$ cat config.mk
export PLATFORM = sky130hd
export DESIGN_NAME = usb_ep_handshake
export DESIGN_NICKNAME = d
export VERILOG_FILES = /design/src/rtl/usbhs_pkg.sv /design/src/rtl/usbhs_ep_select.sv /design/src/rtl/usbhs_decide.sv /design/src/rtl/usbhs_toggle_bank.sv /design/src/rtl/usb_ep_handshake.sv
export SDC_FILE = /design/constraint.sdc
export NUM_CORES = 1
export LEC_CHECK = 0
export ABC_AREA = 1
export BUFFER_PORTS_ARGS = -buffer_cell sky130_fd_sc_hd__buf_2
export CORE_UTILIZATION = 41
export DETAILED_ROUTE_END_ITERATION = 12
export HOLD_SLACK_MARGIN = 0.15
export PLACE_DENSITY = 0.75
export SYNTH_ARGS = -nofsm -noshare
export SYNTH_HDL_FRONTEND = slang
export SYNTH_HIERARCHICAL = 1
export SYNTH_SLANG_ARGS = --single-unit
$ cat constraint.sdc
create_clock -name clk -period 2.95 [get_ports clk]
set_clock_uncertainty 0.15 [all_clocks]
set_input_delay 0.295 -clock clk [delete_from_list [all_inputs] [get_ports clk]]
set_output_delay 0.295 -clock clk [all_outputs]
set_load 0.005 [all_outputs]
$ cat src/rtl/usbhs_pkg.sv
package usbhs_pkg;
   localparam int EP_FIELD_W = 4;
   localparam int EP_MAX     = 1 << EP_FIELD_W;

   typedef enum logic [1:0] {
      HS_NONE  = 2'b00,
      HS_ACK   = 2'b01,
      HS_NAK   = 2'b10,
      HS_STALL = 2'b11
   } hs_code_t;

   typedef struct packed {
      hs_code_t code;
      logic     accept;
      logic     tog_set;
      logic     tog_flip;
   } verdict_t;
endpackage

$ cat src/rtl/usbhs_ep_select.sv
module usbhs_ep_select
   import usbhs_pkg::*;
#(
   parameter int NUM_EP = 16
) (
   input  logic [EP_FIELD_W-1:0] ep,
   input  logic [NUM_EP-1:0]     ctrl_vec,
   input  logic [NUM_EP-1:0]     halt_vec,
   input  logic [NUM_EP-1:0]     ready_vec,
   input  logic [NUM_EP-1:0]     tog_vec,
   output logic                  in_range,
   output logic                  is_ctrl,
   output logic                  halted,
   output logic                  ready,
   output logic                  tog
);
   localparam int IDX_W = (NUM_EP > 1) ? $clog2(NUM_EP) : 1;
   localparam int PAD   = 1 << IDX_W;

   logic [NUM_EP-1:0] ctrl_eff;
   logic [PAD-1:0]    ctrl_p, halt_p, ready_p, tog_p;
   logic [IDX_W-1:0]  idx;

   generate
      if (NUM_EP > 1) begin : g_ctrl_multi
         assign ctrl_eff = {ctrl_vec[NUM_EP-1:1], 1'b1};
      end else begin : g_ctrl_single
         assign ctrl_eff = 1'b1;
      end

      if (NUM_EP == EP_MAX) begin : g_full_range
         assign in_range = 1'b1;
      end else begin : g_part_range
         assign in_range = (ep < EP_FIELD_W'(NUM_EP));
      end
   endgenerate

   assign idx     = ep[IDX_W-1:0];
   assign ctrl_p  = PAD'(ctrl_eff);
   assign halt_p  = PAD'(halt_vec);
   assign ready_p = PAD'(ready_vec);
   assign tog_p   = PAD'(tog_vec);

   assign is_ctrl = ctrl_p[idx];
   assign halted  = halt_p[idx];
   assign ready   = ready_p[idx];
   assign tog     = tog_p[idx];
endmodule

$ cat src/rtl/usbhs_decide.sv
module usbhs_decide
   import usbhs_pkg::*;
(
   input  logic     is_setup,
   input  logic     data_ok,
   input  logic     in_range,
   input  logic     is_ctrl,
   input  logic     halted,
   input  logic     ready,
   input  logic     pid_odd,
   input  logic     tog,
   output verdict_t verdict
);
   always_comb begin
      verdict = '{code: HS_NONE, accept: 1'b0, tog_set: 1'b0, tog_flip: 1'b0};
      if (in_range && data_ok) begin
         if (is_setup) begin
            if (is_ctrl) begin
               verdict.code    = HS_ACK;
               verdict.accept  = 1'b1;
               verdict.tog_set = 1'b1;
            end
         end else if (halted) begin
            verdict.code = HS_STALL;
         end else if (!ready) begin
            verdict.code = HS_NAK;
         end else begin
            verdict.code     = HS_ACK;
            verdict.accept   = (pid_odd == tog);
            verdict.tog_flip = (pid_odd == tog);
         end
      end
   end
endmodule

$ cat src/rtl/usbhs_toggle_bank.sv
module usbhs_toggle_bank
   import usbhs_pkg::*;
#(
   parameter int NUM_EP = 16
) (
   input  logic                  clk,
   input  logic                  rst_n,
   input  logic                  wr_en,
   input  logic [EP_FIELD_W-1:0] ep,
   input  logic                  set,
   input  logic                  flip,
   output logic [NUM_EP-1:0]     tog_vec
);
   genvar i;
   generate
      for (i = 0; i < NUM_EP; i++) begin : g_tog
         logic hit;
         assign hit = wr_en && (ep == EP_FIELD_W'(i));
         always_ff @(posedge clk) begin
            if (!rst_n)
               tog_vec[i] <= 1'b0;
            else if (hit && set)
               tog_vec[i] <= 1'b1;
            else if (hit && flip)
               tog_vec[i] <= ~tog_vec[i];
         end
      end
   endgenerate
endmodule

$ cat src/rtl/usb_ep_handshake.sv
module usb_ep_handshake
   import usbhs_pkg::*;
#(
   parameter int NUM_EP = 16
) (
   input  logic              clk,
   input  logic              rst_n,
   input  logic              tok_valid,
   input  logic              tok_is_setup,
   input  logic [3:0]        tok_ep,
   input  logic              data_pid_odd,
   input  logic              data_ok,
   input  logic [NUM_EP-1:0] ep_is_ctrl,
   input  logic [NUM_EP-1:0] ep_halt,
   input  logic [NUM_EP-1:0] ep_ready,
   output logic [1:0]        hs_code,
   output logic              data_accept,
   output logic [NUM_EP-1:0] ep_toggle
);
   generate
      if (NUM_EP < 1 || NUM_EP > EP_MAX) begin : g_bad_num_ep
         $fatal(1, "usb_ep_handshake: NUM_EP must be 1..16");
      end
   endgenerate

   logic     sel_in_range, sel_ctrl, sel_halt, sel_ready, sel_tog;
   verdict_t verdict;

   usbhs_ep_select #(.NUM_EP(NUM_EP)) u_sel (
      .ep       (tok_ep),
      .ctrl_vec (ep_is_ctrl),
      .halt_vec (ep_halt),
      .ready_vec(ep_ready),
      .tog_vec  (ep_toggle),
      .in_range (sel_in_range),
      .is_ctrl  (sel_ctrl),
      .halted   (sel_halt),
      .ready    (sel_ready),
      .tog      (sel_tog)
   );

   usbhs_decide u_dec (
      .is_setup(tok_is_setup),
      .data_ok (data_ok),
      .in_range(sel_in_range),
      .is_ctrl (sel_ctrl),
      .halted  (sel_halt),
      .ready   (sel_ready),
      .pid_odd (data_pid_odd),
      .tog     (sel_tog),
      .verdict (verdict)
   );

   usbhs_toggle_bank #(.NUM_EP(NUM_EP)) u_tog (
      .clk    (clk),
      .rst_n  (rst_n),
      .wr_en  (tok_valid),
      .ep     (tok_ep),
      .set    (verdict.tog_set),
      .flip   (verdict.tog_flip),
      .tog_vec(ep_toggle)
   );

   always_ff @(posedge clk) begin
      if (!rst_n) begin
         hs_code     <= HS_NONE;
         data_accept <= 1'b0;
      end else begin
         hs_code     <= tok_valid ? verdict.code : HS_NONE;
         data_accept <= tok_valid && verdict.accept;
      end
   end
endmodule

==> metrics.txt, run 1 <==
Worst setup SP type primary input; Starting Density 43.1%; CTS root buf clkbuf_8; Layout area overhead 19.0%; post-route clock period utilization 78.4%; gr usage total 21.8%; post-synthesis area per instance 5.18 sq um; Synth Register Bits 19; pin count of the biggest net entering global routing 33; CTS tree done; Max Cap Viol 0; GR Util met1 27.6%; Seq/Total Area, Yosys 18.4%; worst r2r dst u_tog/tog_vec[8]; TritonRoute pass-1 iters 5; worst-path cell chain buf_2, clkinv_1, nand3b_1, nand2_1, nand2_1, nand3_1, nand2_1, nand3_2, inv_1, nand3_1, nand3_1, nand2_1, inv_1; Static Leakage 1.47 nW; Sequential Power Share 40.9%; CP Capture Type flip-flop; Yosys warnings 6; Filler cells 530; Final Max Tran Viols 0; worst path required time 3.02 ns; die area 5320 sq um; share of cells above drive strength 1 20.0%; final non-filler cell total 527; Slew headroom 64.0%; CP Max Fanout 16; Internal 0.000420 W; Post-Syn Nets 456; final hold vios 0; # clock sinks 19; Power Total 0.000632 W; # IOs 77; Hold Path Class in -> reg; Clk network pwr share 30.8%; final setup vio count 0; area of the core 4790 sq um; Port-buffer cells 75; post-route ant nets 0; Peak VDD IR 0.203 mV; crit-path leading delay family buffers and inverters; setup total negative slack 0 ns; Post-DP HPWL 3.92 mm; final WL 5.49 mm; Cells on Worst Hold Path 4; hold wc startpoint tok_is_setup; Sw Pwr 0.000211 W; clk_lat worst skew 0.27 ns; # nets final 519; routed vias/inst 4.70; Pwr Density 257 nW/um^2; GRT met2 Usage 38.7%; DRC Markers 0; CP dominant cell by count nand2_1; H-tree depth 1; die height 72.9 microns; hold buffers post-CTS 0; Post-CTS Setup Bufs 0; Resized Gates After CTS 0; number of global-route vias before repair 2274; R2R cell count 16; number of buffers created by CTS 3; global-route wire length before repair 9.38 mm; placed cells 523; mapped cell area 2060 sq um; fmax 0.433 GHz; crit path time final 2.31 ns; actual slew at the worst max-slew pin 0.539 ns; CP max stage delay 0.41 ns; vias 2477; unrepaired setup endpoints after global routing false; Hold Path Sink hs_code[1]; Logic pwr share 28.2%; CTS Buffer Depth 2; Net Sw Frac 33.5%; Reg2Reg Setup Slack 1.00 ns; chip width 72.9 microns; Mapped Cells 398; grt met3 use 2.21%; clock-pin slew on the worst setup and hold paths 0.08 ns; crit path max-delay cell type inv_1; # rows 25; GRT overflow 0; routed len/inst 10.4 microns; type of the worst setup path in -> reg; Yosys cell types 21; GRT busiest layer met2; Buf/Inv on CP 4; Arr. time, crit path 2.38 ns; Ant. Diodes 0; drt first-iter violations 120; GP Congestion 0.845; worst r2r src u_tog/tog_vec[5]; antenna violations before repair 0; status finished, final reports clean
==> metrics by stage <==
stage	cell area [sq um]	setup WS, ns	hold slack, ns	utilization, %
floorplan	2060	0.977	0.294	-
global placement	2410	0.411	0.406	50.3
detailed placement	2410	0.381	0.421	50.3
CTS	2450	0.661	0.180	51.3
global route	2450	0.346	0.195	51.3
finish	2450	0.639	0.182	51.3
==> power groups by stage <==
| stage | registers [W] | clock network (W) | logic [W] |
|---|---|---|---|
| floorplan | 0.000265 | 0 | 0.000122 |
| global placement | 0.000265 | 0 | 0.000176 |
| detailed placement | 0.000265 | 0 | 0.000178 |
| CTS | 0.000258 | 0.000199 | 0.000179 |
| global route | 0.000259 | 0.000207 | 0.000205 |
| finish | 0.000258 | 0.000195 | 0.000178 |
==> worst register-to-register path, stage by stage (launching register included) <==
cell,delay [ns]
dfxtp_1,0.39
inv_1,0.07
nand2_1,0.06
nand3_1,0.07
nand3_1,0.08
nand3_1,0.08
nand2_1,0.10
nand2_1,0.05
nand2_1,0.07
nand3_2,0.07
inv_1,0.10
buf_12,0.19
nand4_1,0.12
nand2_1,0.09
nand3_1,0.07
nand2_1,0.06
inv_1,0.04
==> cell usage in the layout (no fill, tap or decap), drive strengths merged <==
| cell type | synthesis | routed |
|---|---|---|
| nand2 | 150 | 150 |
| inv | 87 | 87 |
| nand3 | 86 | 86 |
| buf | 19 | 78 |
| nor2 | 21 | 21 |
| dfxtp | 19 | 19 |
| nand4 | 10 | 10 |
| clkbuf | 1 | 3 |
| clkinv | 1 | 2 |
| o21ai | 1 | 1 |
| nor3 | 1 | 1 |
| nand3b | 1 | 1 |
| conb | 1 | 1 |
==> cells by family after synthesis <==
group / share of synthesized area, %
simple gates: 57.7
buf+inv: 23.5
flops: 18.4
compound gates: 0.242
other cells: 0.182
==> state kept, by name, summed over array words and instances, names as in the netlist <==
register,flops
u_tog/tog_vec,16
data_accept,1
hs_code,2
==> worst max-delay path by stage <==
| stage | depth (start not counted) | endpoint | slack (ns) | from |
|---|---|---|---|---|
| 2_1_floorplan | 17 | u_tog/tog_vec[4] | 0.98 | tok_ep[0] |
| 3_3_place_gp | 13 | u_tog/tog_vec[15] | 0.41 | tok_ep[2] |
| 3_5_place_dp | 13 | u_tog/tog_vec[2] | 0.38 | tok_ep[2] |
| 4_1_cts | 18 | u_tog/tog_vec[8] | 0.66 | tok_ep[0] |
| 5_1_grt | 13 | u_tog/tog_vec[11] | 0.35 | tok_ep[2] |
| 6_report | 13 | u_tog/tog_vec[2] | 0.64 | tok_ep[2] |
==> routing by layer <==
metal  up-vias  share of wire, %
li1       1324                 -
met1      1061                46
met2        86                47
met3         6               6.2
met4         0              0.87
met5         -                 0
==> Yosys cell counts <==
cell,number,area [sq um]
buf_1,1,3.75
buf_2,7,35.0
buf_4,5,37.5
buf_6,6,67.6
clkbuf_2,1,5.00
clkinv_1,1,3.75
conb_1,1,3.75
dfxtp_1,19,380
inv_1,86,323
inv_6,1,8.76
nand2_1,148,556
nand2_2,2,12.5
nand3_1,84,420
nand3_2,2,20.0
nand3b_1,1,7.51
nand4_1,10,62.6
nor2_1,16,60.1
nor2_2,2,12.5
nor2_4,3,33.8
nor3_1,1,5.00
o21ai_1,1,5.00
==> cell type report <==
| class | count | area (sq um) | share of cell area, % |
|---|---|---|---|
| Clock buffer | 3 | 41.3 | 1.68 |
| Clock inverter | 1 | 5.00 | 0.204 |
| Inverter | 88 | 335 | 13.7 |
| Multi-Input combinational cell | 271 | 1200 | 48.8 |
| Sequential cell | 19 | 380 | 15.5 |
| Tap cell | 67 | 83.8 | 3.41 |
| Timing Repair Buffer | 78 | 410 | 16.7 |
(Power assumes the default switching activity.)
==> run 2, diff against run 1 <==
--- a/config.mk
+++ b/config.mk
@@ -5,12 +5,12 @@
 export SDC_FILE = /design/constraint.sdc
 export NUM_CORES = 1
 export LEC_CHECK = 0
-export ABC_AREA = 1
+export ABC_AREA = 0
 export BUFFER_PORTS_ARGS = -buffer_cell sky130_fd_sc_hd__buf_2
 export CORE_UTILIZATION = 41
 export DETAILED_ROUTE_END_ITERATION = 12
 export HOLD_SLACK_MARGIN = 0.15
-export PLACE_DENSITY = 0.75
+export PLACE_DENSITY = 0.8
 export SYNTH_ARGS = -nofsm -noshare
 export SYNTH_HDL_FRONTEND = slang
 export SYNTH_HIERARCHICAL = 1
==> constraint.sdc (replaced) <==
create_clock -name clk -period 2.2 [get_ports clk]
set_clock_uncertainty 0.15 [all_clocks]
set_input_delay 0.22 -clock clk [delete_from_list [all_inputs] [get_ports clk]]
set_output_delay 0.22 -clock clk [all_outputs]
set_load 0.005 [all_outputs]
==> run 2 against run 1 <==
The flow now finishes with violations (setup timing). Via count fell by 31%. Non-clock buffer count grew 35. Critical path depth is 4 lower. Critical endpoint unchanged. Sequential cell count unchanged. Highest routed layer unchanged. Clock-buffer cell count up 1. Global-route usage increased by 3.8 points. Combinational power grew 33%. Synthesized cell count shrank 64%. Total power up 31%. Worst setup slack worse by 0.97 ns. Sequential share of layout area increased by 0.90 points. Core utilization increased by 16 points.
==> metrics.txt, run 2 <==
area of the core 3440 sq um; commonest non-fill, non-tap cell in the layout buf_2; # nets final 311; worst path required time 2.22 ns; unrepaired setup endpoints after global routing true; H-tree depth 1; routed len/inst 16.6 microns; Largest regs u_tog/tog_vec: 16 flops, hs_code: 2 flops, data_accept: 1 flops; Largest register FFs 16; antenna violations before repair 0; placed cells 290; CTS Buffer Depth 2; Internal 0.000605 W; ys flop type dfxtp_1; Max Cap Viol 0; async set-reset flop share out of synthesis 0%; clock-pin slew on the worst setup and hold paths 0.07 ns; Post-DP HPWL 3.67 mm; vias 1719; Power Total 0.000826 W; Final Util 67.6%; number of flops mapped to enable cells by yosys 0; most frequent cells in the layout 74 x buf_2, 37 x buf_4, 18 x dfxtp_1, 17 x nand2_1, 11 x o221a_2; Yosys cell types 42; post-route clock period utilization 115%; xor and xnor area share after synthesis 0.579%; failing checks setup timing; Final Max Tran Viols 0; final setup margin -0.330 ns; Starting Density 44.0%; chip width 62.8 microns; Synth area leader dfxtp_1; routed vias/inst 5.77; Arr. time, crit path 2.55 ns; Logic pwr share 28.7%; post-placement cell area 2180 sq um; CP Max Fanout 6; worst r2r src u_tog/tog_vec[1]; post-synthesis area per instance 10.5 sq um; clk_lat worst skew 0.25 ns; global-route wire length before repair 8.05 mm; Synth Register Bits 19; Mapped Cells 144; status finished, violations left; Ant. Diodes 0; final hold vios 0; Hold Path Class in -> reg; drt first-iter violations 117; Peak VDD IR 0.366 mV; Seq/Total Area, Yosys 25.1%; crit path time final 2.53 ns; final setup vio count 16; CTS root buf clkbuf_8; most flop-heavy register u_tog/tog_vec; number of buffers created by CTS 3; number of global-route vias before repair 1810; proportion of synthesized area in mux cells 26.2%; share of cells above drive strength 1 63.1%; CTS tree done; Static Leakage 1.10 nW; R2R cell count 9; CP Capture Type flip-flop; Filler cells 259; post-route ant nets 0; worst r2r dst u_tog/tog_vec[2]; largest family of logic cells by synthesized area multiplexers; TritonRoute pass-1 iters 4; hold buffers post-CTS 0; Net Sw Frac 26.7%; pin count of the biggest net entering global routing 21; Port-buffer cells 75; Clk network pwr share 29.3%; gr usage total 25.6%; Synth Area in Compound Gates 17.2%; pre-CTS WS -0.614 ns; GP Congestion 0.791; die height 62.8 microns; fmax 0.395 GHz; type of the worst setup path reg -> reg; Yosys top cell area share 25.1%; die area 3940 sq um; Pwr Density 355 nW/um^2; Synth top cells by count 19 x dfxtp_1, 19 x nand2_1, 13 x mux4_1; GRT overflow 0; mapped cell area 1510 sq um; synth top area cells dfxtp_1 25%, mux4_1 23%, o221a_2 8.9%, nand2_1 4.7%, nor3_1 3.0%; final instance area 2330 sq um; # clock sinks 19; Worst setup endpoint u_tog/tog_vec[2]; Sw Pwr 0.000221 W; # rows 21; crit path from u_tog/tog_vec[1]; # IOs 77; final non-filler cell total 298; Sequential Power Share 42.0%; Layout area overhead 53.7%; Worst setup SP type flip-flop; DRC Markers 0; Reg2Reg Setup Slack -0.33 ns; Post-Syn Nets 202; post-synthesis simple-gate area fraction 26.0%; Yosys warnings 6; final WL 4.95 mm; Post-Synth Adder-Cell Area 0%
[run 2: cell types whose count changed in the layout (fill, tap and decap cells not counted), sizes merged, moves of 14 or more]
cell	before	now
buf	78	113
inv	87	2
mux4	0	15
nand2	150	19
nand3	86	7
nor2	21	7
[run 2: worst min path at each step]
stage | startpoint | to | slack [ns] | depth (start not counted)
floorplan | tok_valid | hs_code[1] | 0.22 | 1
global placement | u_tog/tog_vec[2] | u_tog/tog_vec[2] | 0.32 | 1
detailed placement | u_tog/tog_vec[2] | u_tog/tog_vec[2] | 0.32 | 1
CTS | tok_valid | hs_code[0] | 0.15 | 2
global route | tok_valid | hs_code[0] | 0.15 | 2
finish | tok_valid | hs_code[0] | 0.16 | 2
[run 2: cells by family (layout without fill, tap and decap cells)]
kind of cell,after synthesis,after routing
flops,19,19
simple gates,68,68
other cells,1,1
buf+inv,11,119
compound gates,28,28
mux,16,16
xor+xnor,1,1
[run 2: critical path: stages, from the launching register on]
cell	delay, ns
dfxtp_1	0.33
mux4_2	0.46
a22oi_2	0.23
nand3_2	0.12
xor2_2	0.18
nor3_4	0.13
buf_6	0.15
nor2_4	0.05
or3b_4	0.41
o31ai_2	0.22
[run 2: cell type report]
cell class	instances	area, sq um	share of cell area, %
inverter	2	7.51	0.323
tap	46	57.6	2.47
sequential	19	382	16.4
timing repair buffer	113	679	29.2
clock buffer	4	45.0	1.94
multi-input combinational	114	1160	49.7
[run 2: layer usage]
metal / track usage, % / share of wire, % / up-vias
met5: 0 / 0 / -
met4: 8.43 / 2.1 / 0
met3: 4.93 / 4.7 / 14
met2: 46.5 / 53 / 73
met1: 29.7 / 40 / 829
li1: - / - / 803
[run 2: power by group through the flow]
stage / Combinational, W / Clock [W] / Sequential, W
after floorplan: 0.000119 / 0 / 0.000355
after CTS: 0.000228 / 0.000247 / 0.000347
after global placement: 0.000215 / 0 / 0.000355
final: 0.000237 / 0.000242 / 0.000347
after detailed placement: 0.000222 / 0 / 0.000355
after global routing: 0.000255 / 0.000262 / 0.000347
[run 2: what timing repair did]
item                       4_1_cts  5_1_grt
gates cloned                     0        0
pin swaps                        4        5
hold endpoints to repair         0        0
setup endpoints to repair       16       16
buffers inserted                 1        3
resized for setup               11       11
[run 2: through the flow]
| stage | hold slack, ns | TNS [ns] |
|---|---|---|
| detailed placement | 0.323 | -9.59 |
| floorplan | 0.216 | -3.87 |
| global route | 0.154 | -5.90 |
| finish | 0.164 | -4.65 |
| CTS | 0.154 | -3.64 |
| global placement | 0.322 | -8.70 |
==> run 3, diff against run 2 <==
--- a/config.mk
+++ b/config.mk
@@ -10,8 +10,7 @@
 export CORE_UTILIZATION = 41
 export DETAILED_ROUTE_END_ITERATION = 12
 export HOLD_SLACK_MARGIN = 0.15
-export PLACE_DENSITY = 0.8
+export PLACE_DENSITY = 0.79
 export SYNTH_ARGS = -nofsm -noshare
 export SYNTH_HDL_FRONTEND = slang
-export SYNTH_HIERARCHICAL = 1
 export SYNTH_SLANG_ARGS = --single-unit
==> run 3 against run 2 <==
The flow still finishes with violations (setup timing). Critical endpoint is now u_tog.tog_vec[12]. Die area is 10% higher. Sequential cell count unchanged. Global-route usage is 1.3 points lower. Highest routed layer unchanged.
==> metrics.txt, run 3 <==
status finished, violations left; failing checks setup timing; die area 4340 sq um; Yosys cell types 42; DRC Markers 0; Largest regs u_tog.tog_vec: 16 flops, hs_code: 2 flops, data_accept: 1 flops; Logic pwr share 34.0%; Max Cap Viol 0; most common cell in the netlist nand2_1; final setup margin -0.0936 ns; Clk network pwr share 27.1%; crit-path leading delay family simple AND/OR/NAND/NOR gates; Layout area overhead 41.8%; chip width 65.9 microns; Sw Pwr 0.000276 W; commonest non-fill, non-tap cell in the layout buf_2; die height 65.9 microns; Internal 0.000625 W; Synth top cells by count 20 x nand2_1, 19 x dfxtp_1, 17 x nand4b_1; pre-CTS WS -0.274 ns; post-synthesis area per instance 9.44 sq um; type of the worst setup path reg -> reg; worst r2r src u_tog.tog_vec[12]; final instance area 2370 sq um; global-route wire length before repair 8.14 mm; Yosys warnings 0; # IOs 77; Cells on Worst Hold Path 4; GRT overflow 0; Peak VDD IR 0.369 mV; Mapped Cells 177; clock-pin slew on the worst setup and hold paths 0.07 ns; Seq/Total Area, Yosys 22.8%; fmax 0.436 GHz; ys flop type dfxtp_1; # clock sinks 19; TritonRoute pass-1 iters 4; drt first-iter violations 131; crit path time final 2.29 ns; CTS root buf clkbuf_8; Post-DP HPWL 3.67 mm; CTS Buffer Depth 2; Static Leakage 0.964 nW; Reg2Reg Setup Slack -0.09 ns; Post-Syn Nets 235; worst-path cell chain mux4_2, or4b_4, nand2_4, nor4_4, buf_6, o311ai_4, o21ai_1; post-placement cell area 2160 sq um; CP max stage delay 0.51 ns; Largest register FFs 16; Net Sw Frac 30.7%; routed vias/inst 6.04; Worst setup SP type flip-flop; Starting Density 44.3%; routed len/inst 16.6 microns; Synth area leader dfxtp_1; CP Max Fanout 5; number of buffers created by CTS 3; Slew headroom 50.6%; post-route ant nets 0; actual slew at the worst max-slew pin 0.740 ns; async set-reset flop share out of synthesis 0%; crit path max-delay cell type or4b_4; Yosys top cell area share 22.8%; Arr. time, crit path 2.27 ns; GP Congestion 0.807; final setup vio count 16; # rows 22; worst r2r dst u_tog.tog_vec[12]; clk_lat worst skew 0.25 ns; synth top area cells dfxtp_1 23%, mux4_2 11%, nand4b_1 8.9%, mux2i_1 8.4%, o311ai_1 4.7%; post-route clock period utilization 104%; hold wc startpoint tok_is_setup; hold slack 0.182 ns; number of global-route vias before repair 1816; unrepaired setup endpoints after global routing true; antenna violations before repair 0; pin count of the biggest net entering global routing 34; Final Max Tran Viols 0; final non-filler cell total 310; CP Capture Type flip-flop; gr usage total 24.3%; # nets final 321; Ant. Diodes 0; Port-buffer cells 75; CTS tree done; share of cells above drive strength 1 52.7%; R2R cell count 7; final hold vios 0; placed cells 301; area of the core 3770 sq um; worst path required time 2.18 ns; H-tree depth 1; Hold Path Sink hs_code[0]; Worst path depth 7; final WL 5.14 mm; most frequent cells in the layout 74 x buf_2, 21 x buf_4, 19 x nand2_1, 17 x nand4b_1; mapped cell area 1670 sq um; Pwr Density 380 nW/um^2; number of flops mapped to enable cells by yosys 0; Buf/Inv on CP 1; most flop-heavy register u_tog.tog_vec; Sequential Power Share 38.9%; Synth Register Bits 19; Final Util 62.9%; vias 1873; Hold Path Class in -> reg
-- run 3: worst reg2reg max path: stages, from the launching register on --
cell	delay [ns]
dfxtp_1	0.34
mux4_2	0.47
or4b_4	0.51
nand2_4	0.08
nor4_4	0.06
buf_6	0.15
o311ai_4	0.27
o21ai_1	0.13
-- run 3: area by class of cell --
class                   count  area [sq um]
multi-input cells         138          1300
well taps                  48          60.1
repair buffers            100           577
inverters                   1          3.75
fillers                   328          1400
flip-flops and latches     19           384
clock buffers               4          45.0
-- run 3: power by group through the flow --
stage               Combinational, W  Clock (W)  Sequential, W
global route                0.000330   0.000257       0.000350
CTS                         0.000293   0.000247       0.000350
finish                      0.000307   0.000244       0.000350
floorplan                   0.000181          0       0.000358
detailed placement          0.000273          0       0.000358
global placement            0.000264          0       0.000357
-- run 3: layer usage --
layer	wire [microns]	vias up	part of all wire (%)	track usage [%]
li1	-	875	-	-
met1	2160	909	42	28.7
met2	2610	75	51	44.9
met3	289	14	5.6	3.97
met4	76	0	1.5	5.71
met5	0	-	0	0
-- run 3: logic make-up (layout without fill, tap and decap cells) --
family / count (synthesis) / after routing / share of synthesized area [%]
AND/OR/NAND/NOR: 64 / 64 / 24.9
AO/OA/AOI/OAI: 47 / 48 / 21.5
flip-flops: 19 / 19 / 22.8
buffers and inverters: 21 / 105 / 7.18
multiplexers: 26 / 26 / 23.7
-- run 3: per-stage QoR --
| step | setup TNS (ns) | power (W) |
|---|---|---|
| 2_1_floorplan | 0 | 0.000539 |
| 3_3_place_gp | -3.01 | 0.000621 |
| 3_5_place_dp | -3.98 | 0.000630 |
| 4_1_cts | -0.695 | 0.000890 |
| 5_1_grt | -1.51 | 0.000937 |
| 6_report | -0.660 | 0.000901 |
-- run 3: worst max-delay path by stage --
stage               slack, ns           endpoint               from
floorplan              0.0007   u_tog.tog_vec[0]          tok_ep[3]
detailed placement      -0.27   u_tog.tog_vec[5]          tok_ep[3]
global placement        -0.19  u_tog.tog_vec[10]          tok_ep[1]
global route            -0.14   u_tog.tog_vec[8]   u_tog.tog_vec[4]
CTS                     -0.06  u_tog.tog_vec[12]   u_tog.tog_vec[4]
finish                  -0.09  u_tog.tog_vec[12]  u_tog.tog_vec[12]
-- run 3: what timing repair did --
action	in CTS	in global routing
gates cloned	2	0
setup endpoints to repair	16	17
endpoints found under the hold margin	3	0
resized for setup	22	14
hold buffers	3	0
setup buffers	0	1
pin swaps	2	1
